===== src/rtl/jtag_tap_pkg.sv =====
package jtag_tap_pkg;
  localparam int unsigned IR_LEN = 4;

  localparam logic [IR_LEN-1:0] OP_SAMPLE  = 4'h2;
  localparam logic [IR_LEN-1:0] OP_DEVRST  = 4'hC;
  localparam logic [IR_LEN-1:0] OP_BYPASS  = 4'hF;
  localparam logic [IR_LEN-1:0] IR_CAPTURE = 4'b0001;

  typedef enum logic [3:0] {
    S_TLR, S_RTI,
    S_SEL_DR, S_CAP_DR, S_SH_DR, S_EX1_DR, S_PAU_DR, S_EX2_DR, S_UPD_DR,
    S_SEL_IR, S_CAP_IR, S_SH_IR, S_EX1_IR, S_PAU_IR, S_EX2_IR, S_UPD_IR
  } tap_state_t;
endpackage


===== src/rtl/tap_fsm.sv =====
module tap_fsm
  import jtag_tap_pkg::*;
(
  input  logic       tck,
  input  logic       trst,
  input  logic       tms,
  output tap_state_t st
);
  tap_state_t nxt;

  always_comb begin
    unique case (st)
      S_TLR:    nxt = tms ? S_TLR    : S_RTI;
      S_RTI:    nxt = tms ? S_SEL_DR : S_RTI;
      S_SEL_DR: nxt = tms ? S_SEL_IR : S_CAP_DR;
      S_CAP_DR: nxt = tms ? S_EX1_DR : S_SH_DR;
      S_SH_DR:  nxt = tms ? S_EX1_DR : S_SH_DR;
      S_EX1_DR: nxt = tms ? S_UPD_DR : S_PAU_DR;
      S_PAU_DR: nxt = tms ? S_EX2_DR : S_PAU_DR;
      S_EX2_DR: nxt = tms ? S_UPD_DR : S_SH_DR;
      S_UPD_DR: nxt = tms ? S_SEL_DR : S_RTI;
      S_SEL_IR: nxt = tms ? S_TLR    : S_CAP_IR;
      S_CAP_IR: nxt = tms ? S_EX1_IR : S_SH_IR;
      S_SH_IR:  nxt = tms ? S_EX1_IR : S_SH_IR;
      S_EX1_IR: nxt = tms ? S_UPD_IR : S_PAU_IR;
      S_PAU_IR: nxt = tms ? S_EX2_IR : S_PAU_IR;
      S_EX2_IR: nxt = tms ? S_UPD_IR : S_SH_IR;
      S_UPD_IR: nxt = tms ? S_SEL_DR : S_RTI;
      default:  nxt = S_TLR;
    endcase
  end

  always_ff @(posedge tck) begin
    if (trst) st <= S_TLR;
    else      st <= nxt;
  end
endmodule


===== src/rtl/tap_ir.sv =====
module tap_ir
  import jtag_tap_pkg::*;
(
  input  logic              tck,
  input  logic              trst,
  input  tap_state_t        st,
  input  logic              tdi,
  output logic              ir_lsb,
  output logic [IR_LEN-1:0] ir_q
);
  logic [IR_LEN-1:0] ir_sr;

  always_ff @(posedge tck) begin
    if (trst)                ir_sr <= IR_CAPTURE;
    else if (st == S_CAP_IR) ir_sr <= IR_CAPTURE;
    else if (st == S_SH_IR)  ir_sr <= {tdi, ir_sr[IR_LEN-1:1]};
  end

  // Decoded instruction is committed on the falling edge
  always_ff @(negedge tck) begin
    if (trst || st == S_TLR) ir_q <= OP_BYPASS;
    else if (st == S_UPD_IR) ir_q <= ir_sr;
  end

  assign ir_lsb = ir_sr[0];
endmodule


===== src/rtl/tap_dr.sv =====
module tap_dr
  import jtag_tap_pkg::*;
#(
  parameter int unsigned BSR_LEN = 8
) (
  input  logic               tck,
  input  logic               trst,
  input  tap_state_t         st,
  input  logic               tdi,
  input  logic               sel_bsr,
  input  logic               sel_rst,
  input  logic [BSR_LEN-1:0] pin_in,
  output logic               bsr_lsb,
  output logic               byp,
  output logic               rst_cell,
  output logic [BSR_LEN-1:0] upd_q
);
  logic [BSR_LEN-1:0] bsr_sr;
  logic               sel_byp;

  assign sel_byp = !sel_bsr && !sel_rst;

  // Boundary chain: parallel capture, LSB-first serial shift
  always_ff @(posedge tck) begin
    if (trst)                           bsr_sr <= '0;
    else if (sel_bsr && st == S_CAP_DR) bsr_sr <= pin_in;
    else if (sel_bsr && st == S_SH_DR)  bsr_sr <= {tdi, bsr_sr[BSR_LEN-1:1]};
  end

  // Update latches, written on the falling edge
  always_ff @(negedge tck) begin
    if (trst)                           upd_q <= '0;
    else if (sel_bsr && st == S_UPD_DR) upd_q <= bsr_sr;
  end

  always_ff @(posedge tck) begin
    if (trst)                           byp <= 1'b0;
    else if (sel_byp && st == S_CAP_DR) byp <= 1'b0;
    else if (sel_byp && st == S_SH_DR)  byp <= tdi;
  end

  // Reset cell: no capture, no update stage; cleared only in reset state
  always_ff @(posedge tck) begin
    if (trst || st == S_TLR)            rst_cell <= 1'b0;
    else if (sel_rst && st == S_SH_DR)  rst_cell <= tdi;
  end

  assign bsr_lsb = bsr_sr[0];
endmodule


===== src/rtl/jtag_tap_rst.sv =====
module jtag_tap_rst
  import jtag_tap_pkg::*;
#(
  parameter int unsigned BSR_LEN = 8
) (
  input  logic               tck,
  input  logic               trst,
  input  logic               tms,
  input  logic               tdi,
  input  logic [BSR_LEN-1:0] pin_in,
  output logic               tdo,
  output logic               tdo_en,
  output logic               sys_rst_req,
  output logic [BSR_LEN-1:0] upd_q
);
  tap_state_t        st;
  logic [IR_LEN-1:0] ir_q;
  logic              ir_lsb, bsr_lsb, dr_byp, rst_cell;
  logic              sel_bsr, sel_rst, tdo_nxt;

  tap_fsm u_fsm (.tck(tck), .trst(trst), .tms(tms), .st(st));

  tap_ir u_ir (
    .tck(tck), .trst(trst), .st(st), .tdi(tdi),
    .ir_lsb(ir_lsb), .ir_q(ir_q)
  );

  assign sel_bsr = (ir_q == OP_SAMPLE);
  assign sel_rst = (ir_q == OP_DEVRST);

  tap_dr #(.BSR_LEN(BSR_LEN)) u_dr (
    .tck(tck), .trst(trst), .st(st), .tdi(tdi),
    .sel_bsr(sel_bsr), .sel_rst(sel_rst), .pin_in(pin_in),
    .bsr_lsb(bsr_lsb), .byp(dr_byp), .rst_cell(rst_cell), .upd_q(upd_q)
  );

  always_comb begin
    if (st == S_SH_IR) tdo_nxt = ir_lsb;
    else if (sel_bsr)  tdo_nxt = bsr_lsb;
    else if (sel_rst)  tdo_nxt = rst_cell;
    else               tdo_nxt = dr_byp;
  end

  always_ff @(negedge tck) begin
    if (trst) begin
      tdo    <= 1'b0;
      tdo_en <= 1'b0;
    end else begin
      tdo    <= tdo_nxt;
      tdo_en <= (st == S_SH_IR) || (st == S_SH_DR);
    end
  end

  assign sys_rst_req = rst_cell;
endmodule


===== config.mk =====
export PLATFORM = sky130hd
export DESIGN_NAME = jtag_tap_rst
export DESIGN_NICKNAME = d
export VERILOG_FILES = /design/src/rtl/jtag_tap_pkg.sv /design/src/rtl/tap_fsm.sv /design/src/rtl/tap_ir.sv /design/src/rtl/tap_dr.sv /design/src/rtl/jtag_tap_rst.sv
export SDC_FILE = /design/constraint.sdc
export NUM_CORES = 1
export LEC_CHECK = 0
export BUFFER_PORTS_ARGS = -buffer_cell sky130_fd_sc_hd__buf_2
export CORE_MARGIN = 2
export CORE_UTILIZATION = 56
export CTS_CLUSTER_SIZE = 30
export DETAILED_ROUTE_END_ITERATION = 12
export GPL_ROUTABILITY_DRIVEN = 1
export PLACE_DENSITY = 0.78
export SYNTH_ARGS = -nofsm -noshare
export SYNTH_HDL_FRONTEND = slang
export SYNTH_SLANG_ARGS = --single-unit

===== constraint.sdc =====
create_clock -name tck -period 2.2 [get_ports tck]
set_clock_uncertainty 0.2 [all_clocks]
set_input_delay 0.44 -clock tck [delete_from_list [all_inputs] [get_ports tck]]
set_output_delay 0.44 -clock tck [all_outputs]
set_load 0.01 [all_outputs]

# After elaboration in Yosys (flattened, before gate mapping)
# Index checks and enable logic that the tools add are counted.
# W data, S select, Z words.
[totals]
regBits = 32
inputBits = 12
out_inout_bits = 11
elab_cells = 62
[classes]
n_eq_ne = 17
n_mux = 18
reduce_logical = 18
[op_table]
columns = ["cell", "n"]
rows = [
  ["$pmux W4 S12", 1],
  ["$eq A4 B4 Y1 const B", 9],
  ["$eq A4 B3 Y1 const B", 4],
  ["$mux W4", 4],
  ["$mux W8", 2],
  ["$eq A4 B2 Y1 const B", 3],
  ["$reduce_or A2 Y1", 4],
  ["$logic_and A1 B1 Y1", 7],
  ["$mux W1", 6],
  ["$mux W2", 3],
  ["$mux W3", 2],
  ["$eq A4 B1 Y1 const B", 1],
  ["$logic_not A4 Y1", 1],
  ["$reduce_or A3 Y1", 1],
  ["$logic_not A1 Y1", 2],
  ["$logic_or A1 B1 Y1", 2],
  ["$reduce_bool A2 Y1", 1],
]

# Longest topological paths before layout
[depth]
depth_word = 5
ltp_mapped = 5
mapped_depth_nobuf = 3

# Modules after synthesis
# From an unflattened synthesis, not the netlist that was laid out.
[hier_totals]
hier_cells = 181
area_unflattened_um2 = 1617.8
[modules_own_cells]
columns = ["mod", "n_inst", "cells_each", "area_per_inst_um2", "seq_area_each_um2"]
rows = [
  ["tap_dr", 1, 93, 817.0, 360.3],
  ["tap_fsm", 1, 39, 331.6, 80.1],
  ["tap_ir", 1, 32, 314.1, 160.2],
  ["jtag_tap_rst", 1, 17, 155.1, 40.0],
]

==> flow_summary.ini <==
[logic_synthesis]
synth.cell_area_um2 = 1598
synth-main-ff-cell = dfxtp_1
ys_top_cells_by_count = dfxtp_1 (32), nand2b_1 (14), a21oi_1 (12), o21ai_0 (12), o32ai_1 (10)
yosysSeqAreaShare = 0.4009
yosysMostFrequentCell = dfxtp_1
avgSynthCellArea_um2 = 9.078
synth_top_area_frac = 0.4009
synth_edf_count = 0
ys_ff_latch = 32
yosys-top-cells-area = dfxtp_1 (40%), nand2b_1 (5.5%), o32ai_1 (5.5%), mux2i_1 (5.0%), a21oi_1 (3.8%)
synth_top_cell_by_area = dfxtp_1
ys_types = 43
syn-num-nets = 188
synthCells = 176
ys_warn_count = 0
async_flop_share = 0

[routing]
vias = 1926
drt.antenna.violating_nets = 0
via_per_inst = 6.782
drc = 0
wire_per_inst_um = 23.29
wl_um = 6614
drtPass1Iterations = 5
drt_iter0_markers = 189

[sta]
setup_viol = 34
rsz0062_at_grt = yes
slew_headroom = 0.5094
final.setup.worst_slack_ps = -610.0
hold_viol = 0
slew_viol_final = 0
tightest_slew_ps = 725.7
tns_ps = -14960

[critical_path]
critPathLaunchType = register
cpMaxStageDelayCell = or4b_4
max_stage_delay_ps = 550
critPathArrivalTime_ps = 2850
end_kind = register
cp_max_fo = 8
path_cells = or4b_4, a211oi_4, buf_6, o32ai_2
required_ps = 2240
crit_type = register to register

[clocking]
numClockSinks = 32
cts_tree = done
clk_latency_ps = 430
clk_pin_slew_ps = 120
cts-htree-levels = 2
numCtsBuffers = 5
cts_buffer_depth = 2
ctsRootBufferMaster = clkbuf_4

[finish]
diodes = 0
final_core_util = 0.9181
nets = 264
final_cells = 284
area_growth_pct = 57.09
drive_above_1_share = 0.5020

[global_route]
grt_max_degree = 25
overflow = 0
grt_pass1_vias = 1780
gr-usage-all-layers = 0.3399
grt_pass1_wl_um = 8424
antenna_found_initial = 0

[die]
die_w_um = 57.42
coreArea_um2 = 2734
dieArea_um2 = 3296
die_y_um = 57.42
rows = 19
start_util = 0.5844
pin_count = 23

[flow_run]
maxCapViolations = 0

[outcome]
outcome = finished with violations
violations = negative setup slack

[pwr]
cellPowerDensity_nw_per_um2 = 533.9
p_leak_nw = 1.111
irDropWorstVdd_mv = 0.5833

[placed_design]
dp_hpwl_um = 2691
dp_cells = 233
gp_congestion = 0.7958
numPortBuffers = 22

[min_path]
min_path_type = primary input to register
[repair_timing]
item | CTS | global route
buffers inserted | 18 | 10
cloned | 2 | 0
pin swaps | 9 | 14
hold buffers | 0 | 0
setup endpoints to repair | 34 | 34
hold endpoints to repair | 0 | 0
gates resized for setup | 50 | 20
[per-layer routing]
layer  routed length, um  GRT usage
met1                2316     0.3614
met2                3336     0.6201
met3                 593    0.09297
met4                 368     0.1495
met5                   0          0
[critical path: cells and delay by family (launching register included)]
kind,cells,cell delay [ps]
buffers and inverters,1,180
flip-flops,1,320
AND/OR/NAND/NOR,1,550
AO/OA/AOI/OAI,2,260
[cells by family (layout without fill, tap and decap cells)]
group                  after synthesis  after routing  synth area share
buffers and inverters               22             99           0.06343
AO/OA/AOI/OAI                       58             58            0.2569
flip-flops                          32             32            0.4009
AND/OR/NAND/NOR                     56             56            0.2287
multiplexers                         8              8           0.05012
[layout by cell type, fill, tap and decap left out, drive strengths merged, types with 2 or more instances in the layout]
cell type	instances
buf	73
dfxtp	32
inv	18
nand2b	14
a21oi	12
o21ai	12
o32ai	10
nand3	9
mux2i	8
a22oi	8
nor2	6
nand2	6
clkbuf	6
a211oi	4
nand3b	3
nor4b	3
nor4bb	3
or4b	2
nor2b	2
a21boi	2
or3b	2
a2111oi	2
[registers in the layout (all words and copies together) (netlist names)]
| register | cells |
|---|---|
| u_fsm.st | 4 |
| tdo | 1 |
| u_dr.upd_q | 8 |
| tdo_en | 1 |
| u_dr.bsr_sr | 8 |
| u_ir.ir_sr | 4 |
| u_dr.rst_cell | 1 |
| u_dr.byp | 1 |
| u_ir.ir_q | 4 |
[report_power, final]
group | internal (W) | total (W) | switching, W
combinational | 0.0000775 | 0.000156 | 0.0000787
sequential | 0.000584 | 0.000590 | 0.00000556
clock | 0.000233 | 0.000594 | 0.000361
total | 0.000895 | 0.00134 | 0.000445
[worst paths after layout]
kind | from | to | slack [ps] | depth (start not counted)
worst min register to register | u_dr.upd_q[1] | u_dr.upd_q[1] | 300 | 2
worst min-delay path | tdi | u_ir.ir_sr[3] | 200 | 3
worst max register to register | u_ir.ir_q[3] | u_dr.bsr_sr[7] | -610 | 4
worst max-delay path | u_ir.ir_q[3] | u_dr.bsr_sr[7] | -610 | 4
[per-stage QoR]
step                      hold slack (ps)  worst slack (ps)  power [W]  cell area [um^2]
final                               195.9            -610.0   0.001340              2510
after global routing                223.6            -645.9   0.001368              2510
after CTS                           190.4            -581.8   0.001261              2330
after detailed placement            268.3            -627.1  0.0007391              1847
after global placement              262.1            -556.6  0.0007344              1847
after floorplan                     258.6            -499.6  0.0007249              1675
[layout make-up]
class | count | area [um^2]
Multi-Input combinational cell | 122 | 1033
Inverter | 3 | 11.26
Timing Repair Buffer | 74 | 631.9
Tap cell | 31 | 38.79
Sequential cell | 32 | 661.9
Fill cell | 107 | 224.0
Clock buffer | 6 | 62.56
Clock inverter | 16 | 70.07
(Power assumes the default switching activity.)
